## src/rtl/crbus_pkg.sv

```systemverilog
`timescale 1ns/1ps
package crbus_pkg;

  typedef enum logic [2:0] {
    ST_IDLE,
    ST_SETUP,
    ST_STROBE,
    ST_RELEASE,
    ST_DONE,
    ST_ERROR
  } seq_state_e;

  typedef enum logic [1:0] {
    PH_ADDR,
    PH_DATA,
    PH_CMD
  } phase_e;

  // Number of clock cycles allowed for one acknowledge wait.
  function automatic int unsigned wait_limit(int unsigned clk_hz, int unsigned tmo_us);
    return (clk_hz / 1000000) * tmo_us;
  endfunction

  // Bits needed to hold values 0 .. n-1.
  function automatic int unsigned count_bits(int unsigned n);
    return (n < 2) ? 1 : $clog2(n);
  endfunction

endpackage

```

## src/rtl/crbus_ack_sync.sv

```systemverilog
`timescale 1ns/1ps
module crbus_ack_sync #(
  parameter int STAGES = 2
) (
  input  logic clk,
  input  logic rst_n,
  input  logic async_in,
  output logic sync_out
);
  logic [STAGES-1:0] chain;

  always_ff @(posedge clk or negedge rst_n) begin
    if (!rst_n) chain <= '0;
    else        chain <= {chain[STAGES-2:0], async_in};
  end

  assign sync_out = chain[STAGES-1];
endmodule

```

## src/rtl/crbus_wait_timer.sv

```systemverilog
`timescale 1ns/1ps
module crbus_wait_timer #(
  parameter int unsigned LIMIT = 100
) (
  input  logic clk,
  input  logic rst_n,
  input  logic reload,
  output logic expired
);
  localparam int unsigned TW = crbus_pkg::count_bits(LIMIT);
  localparam logic [TW-1:0] START = TW'(LIMIT - 1);

  logic [TW-1:0] remain;

  always_ff @(posedge clk or negedge rst_n) begin
    if (!rst_n)               remain <= START;
    else if (reload)          remain <= START;
    else if (remain != '0)    remain <= remain - 1'b1;
  end

  assign expired = (remain == '0);
endmodule

```

## src/rtl/crbus_phase_seq.sv

```systemverilog
`timescale 1ns/1ps
module crbus_phase_seq
  import crbus_pkg::*;
#(
  parameter int AW        = 16,
  parameter int DW        = 16,
  parameter int SETUP_CYC = 2
) (
  input  logic          clk,
  input  logic          rst_n,
  input  logic          req_valid,
  input  logic          req_write,
  input  logic [AW-1:0] req_addr,
  input  logic [DW-1:0] req_wdata,
  output logic          req_ready,
  input  logic          ack_s,
  input  logic          tmo,
  input  logic [DW-1:0] cr_dout,
  output logic [DW-1:0] cr_din,
  output logic          cr_cap_addr,
  output logic          cr_cap_data,
  output logic          cr_read,
  output logic          cr_write,
  output logic          rsp_done,
  output logic          rsp_error,
  output logic [DW-1:0] rsp_rdata,
  output logic          wait_active,
  output logic          wait_restart
);
  localparam int BW = (AW > DW) ? AW : DW;
  localparam int SW = $clog2(SETUP_CYC + 1);
  localparam logic [SW-1:0] SETUP_LAST = SW'(SETUP_CYC - 1);

  seq_state_e    state;
  phase_e        phase;
  logic          is_wr;
  logic [DW-1:0] wdata_q;
  logic [SW-1:0] setup_cnt;
  logic [BW-1:0] addr_ext;

  assign addr_ext = BW'(req_addr);

  always_ff @(posedge clk or negedge rst_n) begin
    if (!rst_n) begin
      state     <= ST_IDLE;
      phase     <= PH_ADDR;
      is_wr     <= 1'b0;
      wdata_q   <= '0;
      cr_din    <= '0;
      rsp_rdata <= '0;
      setup_cnt <= '0;
    end else begin
      case (state)
        ST_IDLE: if (req_valid) begin
          is_wr     <= req_write;
          wdata_q   <= req_wdata;
          cr_din    <= addr_ext[DW-1:0];
          phase     <= PH_ADDR;
          setup_cnt <= '0;
          state     <= ST_SETUP;
        end
        ST_SETUP: begin
          if (setup_cnt == SETUP_LAST) state <= ST_STROBE;
          else                         setup_cnt <= setup_cnt + 1'b1;
        end
        ST_STROBE: begin
          if (ack_s) begin
            if (phase == PH_CMD && !is_wr) rsp_rdata <= cr_dout;
            state <= ST_RELEASE;
          end else if (tmo) begin
            state <= ST_ERROR;
          end
        end
        ST_RELEASE: begin
          if (!ack_s) begin
            setup_cnt <= '0;
            case (phase)
              PH_ADDR: begin
                phase  <= is_wr ? PH_DATA : PH_CMD;
                cr_din <= is_wr ? wdata_q : '0;
                state  <= ST_SETUP;
              end
              PH_DATA: begin
                phase <= PH_CMD;
                state <= ST_SETUP;
              end
              default: state <= ST_DONE;
            endcase
          end else if (tmo) begin
            state <= ST_ERROR;
          end
        end
        default: state <= ST_IDLE;
      endcase
    end
  end

  logic strobe_on;
  assign strobe_on    = (state == ST_STROBE);
  assign cr_cap_addr  = strobe_on && (phase == PH_ADDR);
  assign cr_cap_data  = strobe_on && (phase == PH_DATA);
  assign cr_write     = strobe_on && (phase == PH_CMD) && is_wr;
  assign cr_read      = strobe_on && (phase == PH_CMD) && !is_wr;
  assign req_ready    = (state == ST_IDLE);
  assign rsp_done     = (state == ST_DONE);
  assign rsp_error    = (state == ST_ERROR);
  assign wait_active  = strobe_on || (state == ST_RELEASE);
  assign wait_restart = strobe_on && ack_s;

  p_one_strobe_r5: assert property (@(posedge clk) disable iff (!rst_n)
    $onehot0({cr_cap_addr, cr_cap_data, cr_read, cr_write}));
  p_idle_quiet_r5: assert property (@(posedge clk) disable iff (!rst_n)
    req_ready |-> !(cr_cap_addr || cr_cap_data || cr_read || cr_write));
  p_release_din_stable_r2: assert property (@(posedge clk) disable iff (!rst_n)
    (state == ST_RELEASE) |-> $stable(cr_din));
  p_read_zero_din_r4: assert property (@(posedge clk) disable iff (!rst_n)
    cr_read |-> (cr_din == '0));
  p_pulse_excl_r9: assert property (@(posedge clk) disable iff (!rst_n)
    !(rsp_done && rsp_error));
  p_end_to_ready_r1: assert property (@(posedge clk) disable iff (!rst_n)
    (rsp_done || rsp_error) |=> req_ready);
  p_accept_busy_r1: assert property (@(posedge clk) disable iff (!rst_n)
    (req_valid && req_ready) |=> !req_ready);
endmodule

```

## src/rtl/crbus_master.sv

```systemverilog
`timescale 1ns/1ps
module crbus_master #(
  parameter int unsigned CLK_HZ      = 100_000_000,
  parameter int unsigned TIMEOUT_US  = 1000,
  parameter int          SETUP_CYC   = 2,
  parameter int          SYNC_STAGES = 2,
  parameter int          AW          = 16,
  parameter int          DW          = 16
) (
  input  logic          clk,
  input  logic          rst_n,
  input  logic          req_valid,
  output logic          req_ready,
  input  logic          req_write,
  input  logic [AW-1:0] req_addr,
  input  logic [DW-1:0] req_wdata,
  output logic          rsp_done,
  output logic          rsp_error,
  output logic [DW-1:0] rsp_rdata,
  output logic [DW-1:0] cr_din,
  output logic          cr_cap_addr,
  output logic          cr_cap_data,
  output logic          cr_read,
  output logic          cr_write,
  input  logic          cr_ack,
  input  logic [DW-1:0] cr_dout
);
  localparam int unsigned LIMIT = crbus_pkg::wait_limit(CLK_HZ, TIMEOUT_US);

  logic ack_s;
  logic tmo;
  logic wait_active;
  logic wait_restart;
  logic timer_reload;
  logic strobe_any;

  crbus_ack_sync #(.STAGES(SYNC_STAGES)) u_sync (
    .clk      (clk),
    .rst_n    (rst_n),
    .async_in (cr_ack),
    .sync_out (ack_s)
  );

  assign timer_reload = !wait_active || wait_restart;

  crbus_wait_timer #(.LIMIT(LIMIT)) u_timer (
    .clk     (clk),
    .rst_n   (rst_n),
    .reload  (timer_reload),
    .expired (tmo)
  );

  crbus_phase_seq #(.AW(AW), .DW(DW), .SETUP_CYC(SETUP_CYC)) u_seq (
    .clk          (clk),
    .rst_n        (rst_n),
    .req_valid    (req_valid),
    .req_write    (req_write),
    .req_addr     (req_addr),
    .req_wdata    (req_wdata),
    .req_ready    (req_ready),
    .ack_s        (ack_s),
    .tmo          (tmo),
    .cr_dout      (cr_dout),
    .cr_din       (cr_din),
    .cr_cap_addr  (cr_cap_addr),
    .cr_cap_data  (cr_cap_data),
    .cr_read      (cr_read),
    .cr_write     (cr_write),
    .rsp_done     (rsp_done),
    .rsp_error    (rsp_error),
    .rsp_rdata    (rsp_rdata),
    .wait_active  (wait_active),
    .wait_restart (wait_restart)
  );

  assign strobe_any = cr_cap_addr || cr_cap_data || cr_read || cr_write;

  p_expire_error_r7: assert property (@(posedge clk) disable iff (!rst_n)
    (strobe_any && !ack_s && tmo) |=> rsp_error);
  p_strobe_hold_r2: assert property (@(posedge clk) disable iff (!rst_n)
    (strobe_any && !ack_s && !tmo) |=> strobe_any);
  p_error_quiet_r8: assert property (@(posedge clk) disable iff (!rst_n)
    rsp_error |-> !strobe_any);
endmodule

```

## config.mk

```make
export PLATFORM = sky130hd
export DESIGN_NAME = crbus_master
export DESIGN_NICKNAME = d
export VERILOG_FILES = /design/src/rtl/crbus_pkg.sv /design/src/rtl/crbus_ack_sync.sv /design/src/rtl/crbus_wait_timer.sv /design/src/rtl/crbus_phase_seq.sv /design/src/rtl/crbus_master.sv
export SDC_FILE = /design/constraint.sdc
export NUM_CORES = 1
export LEC_CHECK = 0
export BUFFER_PORTS_ARGS = -buffer_cell sky130_fd_sc_hd__buf_2
export CAP_MARGIN = 15
export CORE_ASPECT_RATIO = 1.2
export CORE_UTILIZATION = 48
export DETAILED_ROUTE_END_ITERATION = 12
export GPL_TIMING_DRIVEN = 0
export PLACE_DENSITY = 0.8
export SETUP_SLACK_MARGIN = 0.3
export SLEW_MARGIN = 20
export SYNTH_ARGS = -nofsm -noshare
export SYNTH_HDL_FRONTEND = slang
export SYNTH_HIERARCHICAL = 1
export SYNTH_SLANG_ARGS = --single-unit
```

## constraint.sdc

```tcl
create_clock -name clk -period 2.4 [get_ports clk]
set_clock_uncertainty 0.1 [all_clocks]
set_input_delay 0.48 -clock clk [delete_from_list [all_inputs] [get_ports clk]]
set_output_delay 0.48 -clock clk [all_outputs]
set_load 0.05 [all_outputs]
```

==> out/metrics.csv <==
stage,metric,value,unit
pwr,post-layout total power,0.00594,W
critical_path,r2r startpoint,u_timer/remain[5],
pwr,peak supply drop,0.773,mV
logic_synthesis,ys flop type,dfrtp_1,
logic_synthesis,Ys Warns,6,
cts,"Reg clk slew, reported paths",0.08,ns
cts,Root Buffer,clkbuf_8,
critical_path,crit path kind,flip-flop to flip-flop,
cells_and_area,"most common cell after layout, fill and taps aside",buf_2,
logic_synthesis,post-synth top area share,45.4,%
global_route,first-pass GRT wire length,14000,microns
critical_path,critical path arrival,2.44,ns
route,routed wl met2,4790,microns
sta,setup TNS,0,ns
logic_synthesis,fraction of registers with async set/reset,100,%
floorplan,die area,7810,sq um
cells_and_area,Area growth syn-to-layout,34.5,%
floorplan,# rows,34,
floorplan,Die H,96.6,microns
placement,HPWL after DPL,5610,microns
logic_synthesis,Mapped Area,3580,sq um
critical_path,crit path max fanout,5,
cts,later-pin clock latency in the skew report,0.35,ns
pwr,Pwr per Cell Area,1230,nW/um^2
route,final antenna-violating net count,0,
critical_path,Worst R2R Path Depth,7,
route,WL met1,3630,microns
route,drt first pass iters,4,
floorplan,initial core utilization,49.5,%
floorplan,core footprint,7230,sq um
route,DR vias,3050,
placement,port buffer count,91,
global_route,largest net degree at the start of global routing,45,
logic_synthesis,number of synthesized flops with an enable pin,0,
sta,Worst Tran Pin Value,0.459,ns
worst_hold_path,Hold EP,u_sync/chain[0],
cts,TritonCTS Buffers,9,
sta,RSZ-0062 raised after global routing,true,
logic_synthesis,Synthesized Nets,403,
job,MaxCap Viol Count,0,
logic_synthesis,"area leader, netlist",dfrtp_1,
critical_path,R2R Path End,u_seq/state[0],
sta,worst setup margin,0.149,ns
route,WL met3,275,microns
sta,fmax,444,MHz
logic_synthesis,#FFs+latches synth,75,
route,residual DRC count,0,
placement,pre-CTS setup slack,-0.0587,ns
sta,Final min period,2.25,ns
floorplan,I/O Pins,92,
global_route,vias in the first global route,3026,
cts,TritonCTS clock tree,done,
global_route,total track usage,23.4,%
critical_path,Worst Setup Start Kind,flip-flop,
sta,Final Hold Viols,0,
worst_hold_path,Hold Crit Class,input pin to flip-flop,
cts,CTS H-tree depth,3,
logic_synthesis,synthesized area per cell,10.3,sq um
sta,Max-slew headroom,69.3,%
outcome,outcome,"complete, no violations",
worst_hold_path,hold path start,cr_ack,
route,DR WL/cell,15.6,microns
cts,CTS max path bufs,2,
pwr,Lkg Pwr,2.22,nW
sta,Final Max Tran Viols,0,
critical_path,worst path required time,2.59,ns
route,vias per inst,5.35,
route,Top Metal Used,met4,
cells_and_area,ant diodes,0,
floorplan,die width,80.9,microns
route,DRT iter0 DRCs,124,
logic_synthesis,Yosys cell types,50,
route,drt total wl,8870,microns
placement,Post-DP Area,4230,sq um
critical_path,flop2flop setup slack,0.15,ns
logic_synthesis,cells taking the most area after synthesis,"dfrtp_1, dfstp_2, nand2_1",
sta,Final period util,93.8,%
placement,Placer Congestion,0.825,
critical_path,CP endpoint kind,flip-flop,
global_route,final global-route overflow total,0,
cts,# clock sinks,75,
logic_synthesis,register area share after synthesis,52.7,%
sta,setup violators final,0,
worst_hold_path,Hold Path Cell Cnt,1,
cells_and_area,"leading cell types in the layout, fill and taps excluded","buf_2, nand2_1, dfrtp_1, a211oi_1",
cells_and_area,cell area after layout,4820,sq um
global_route,antenna violations before repair,0,
cells_and_area,share of cells above drive strength 1,45.0,%
cells_and_area,nets,530,
logic_synthesis,Gate Count Post-Synth,348,
power by group:
part	internal, W	total (W)	leakage [nW]	switching [W]
registers	0.00175	0.00202	0.890	0.000272
clock network	0.000398	0.000870	0.0851	0.000472
logic	0.000986	0.00304	1.24	0.00206
total	0.00313	0.00594	2.22	0.00280
synth_stat cells (2+ instances only):
cell      count
nor2b_1       5
nand2_1      70
xor2_1        5
and3_1        2
or3_1         2
nor4b_4       2
clkbuf_1     10
buf_2        12
xnor2_1       6
mux2_2       17
o41ai_1       2
a21oi_1       5
a211oi_1     34
nor4_1        2
o31ai_1       2
nand3_1       2
nand2b_1      9
ha_1          2
dfstp_2      10
nor3_1        8
nor2_1       29
inv_1         5
nand3b_1      2
buf_6         2
dfrtp_1      65
nor3b_1       4
o21ai_0       7
or2_1         2
or4_1         3
o211ai_1      2
kinds of logic after synthesis:
logic type / after synthesis / synth area share [%]
adders and majority gates: 2 / 0.698
DFF: 75 / 52.7
xor gates and xnor gates: 11 / 2.69
muxes: 19 / 6.04
and+or+nand+nor: 155 / 22.5
buffers and inverters: 29 / 3.88
AOI/OAI and AO/OA: 57 / 11.4
cell type report:
type	count	area (sq um)
clock buffers	11	141
repair buffers	116	697
well taps	90	113
inverters	5	18.8
multi-input cells	244	1740
fillers	558	2410
flip-flops and latches	75	1890
plain buffers	24	191
clock inverters	5	30.0
how the worst max path moves through the flow:
stage | startpoint | endpoint | slack, ns | cells after the start
after detailed placement | u_timer/remain[12] | u_seq/state[1] | -0.06 | 7
final | u_timer/remain[5] | u_seq/state[0] | 0.15 | 7
after global placement | u_timer/remain[12] | u_seq/state[1] | 0.02 | 7
after floorplan | u_seq/state[0] | req_ready | 0.04 | 3
after CTS | u_timer/remain[5] | u_seq/state[2] | 0.09 | 7
after global routing | u_timer/remain[5] | u_seq/state[1] | 0.07 | 8
per-layer routing:
metal	vias to the layer above	global-route usage, %
met3	11	3.30
met4	0	11.1
met1	1493	29.4
li1	1466	-
met5	-	0
met2	80	39.1
state kept, by name, indices dropped and copies added (netlist names):
register	flops
u_seq/wdata_q	16
u_seq/setup_cnt	2
u_seq/phase	2
u_seq/is_wr	1
u_seq/cr_din	16
u_seq/state	3
u_sync/chain	2
u_seq/rsp_rdata	16
u_timer/remain	17
critical path, cell delays in order (launching register included):
cell and delay (ns):
dfrtp_1 0.38, or4_4 0.53, buf_6 0.14, or3_4 0.35, nor3_4 0.19, nor2_1 0.11, a21oi_1 0.18, o221a_2 0.22
stage by stage:
step	hold slack [ns]	instances	utilization [%]
after floorplan	0.0844	348	-
after global placement	0.233	529	58.1
after detailed placement	0.237	530	58.4
after CTS	0.117	557	63.9
after global routing	0.128	570	66.6
final	0.134	570	66.6
what timing repair did:
action | 4_1_cts | 5_1_grt
hold buffers | 1 | 0
resized for setup | 38 | 38
endpoints found under the setup margin | 22 | 35
hold endpoints to repair | 27 | 0
buffers inserted | 10 | 13
pin swaps | 13 | 15
Power figures use the tool's default switching activity.
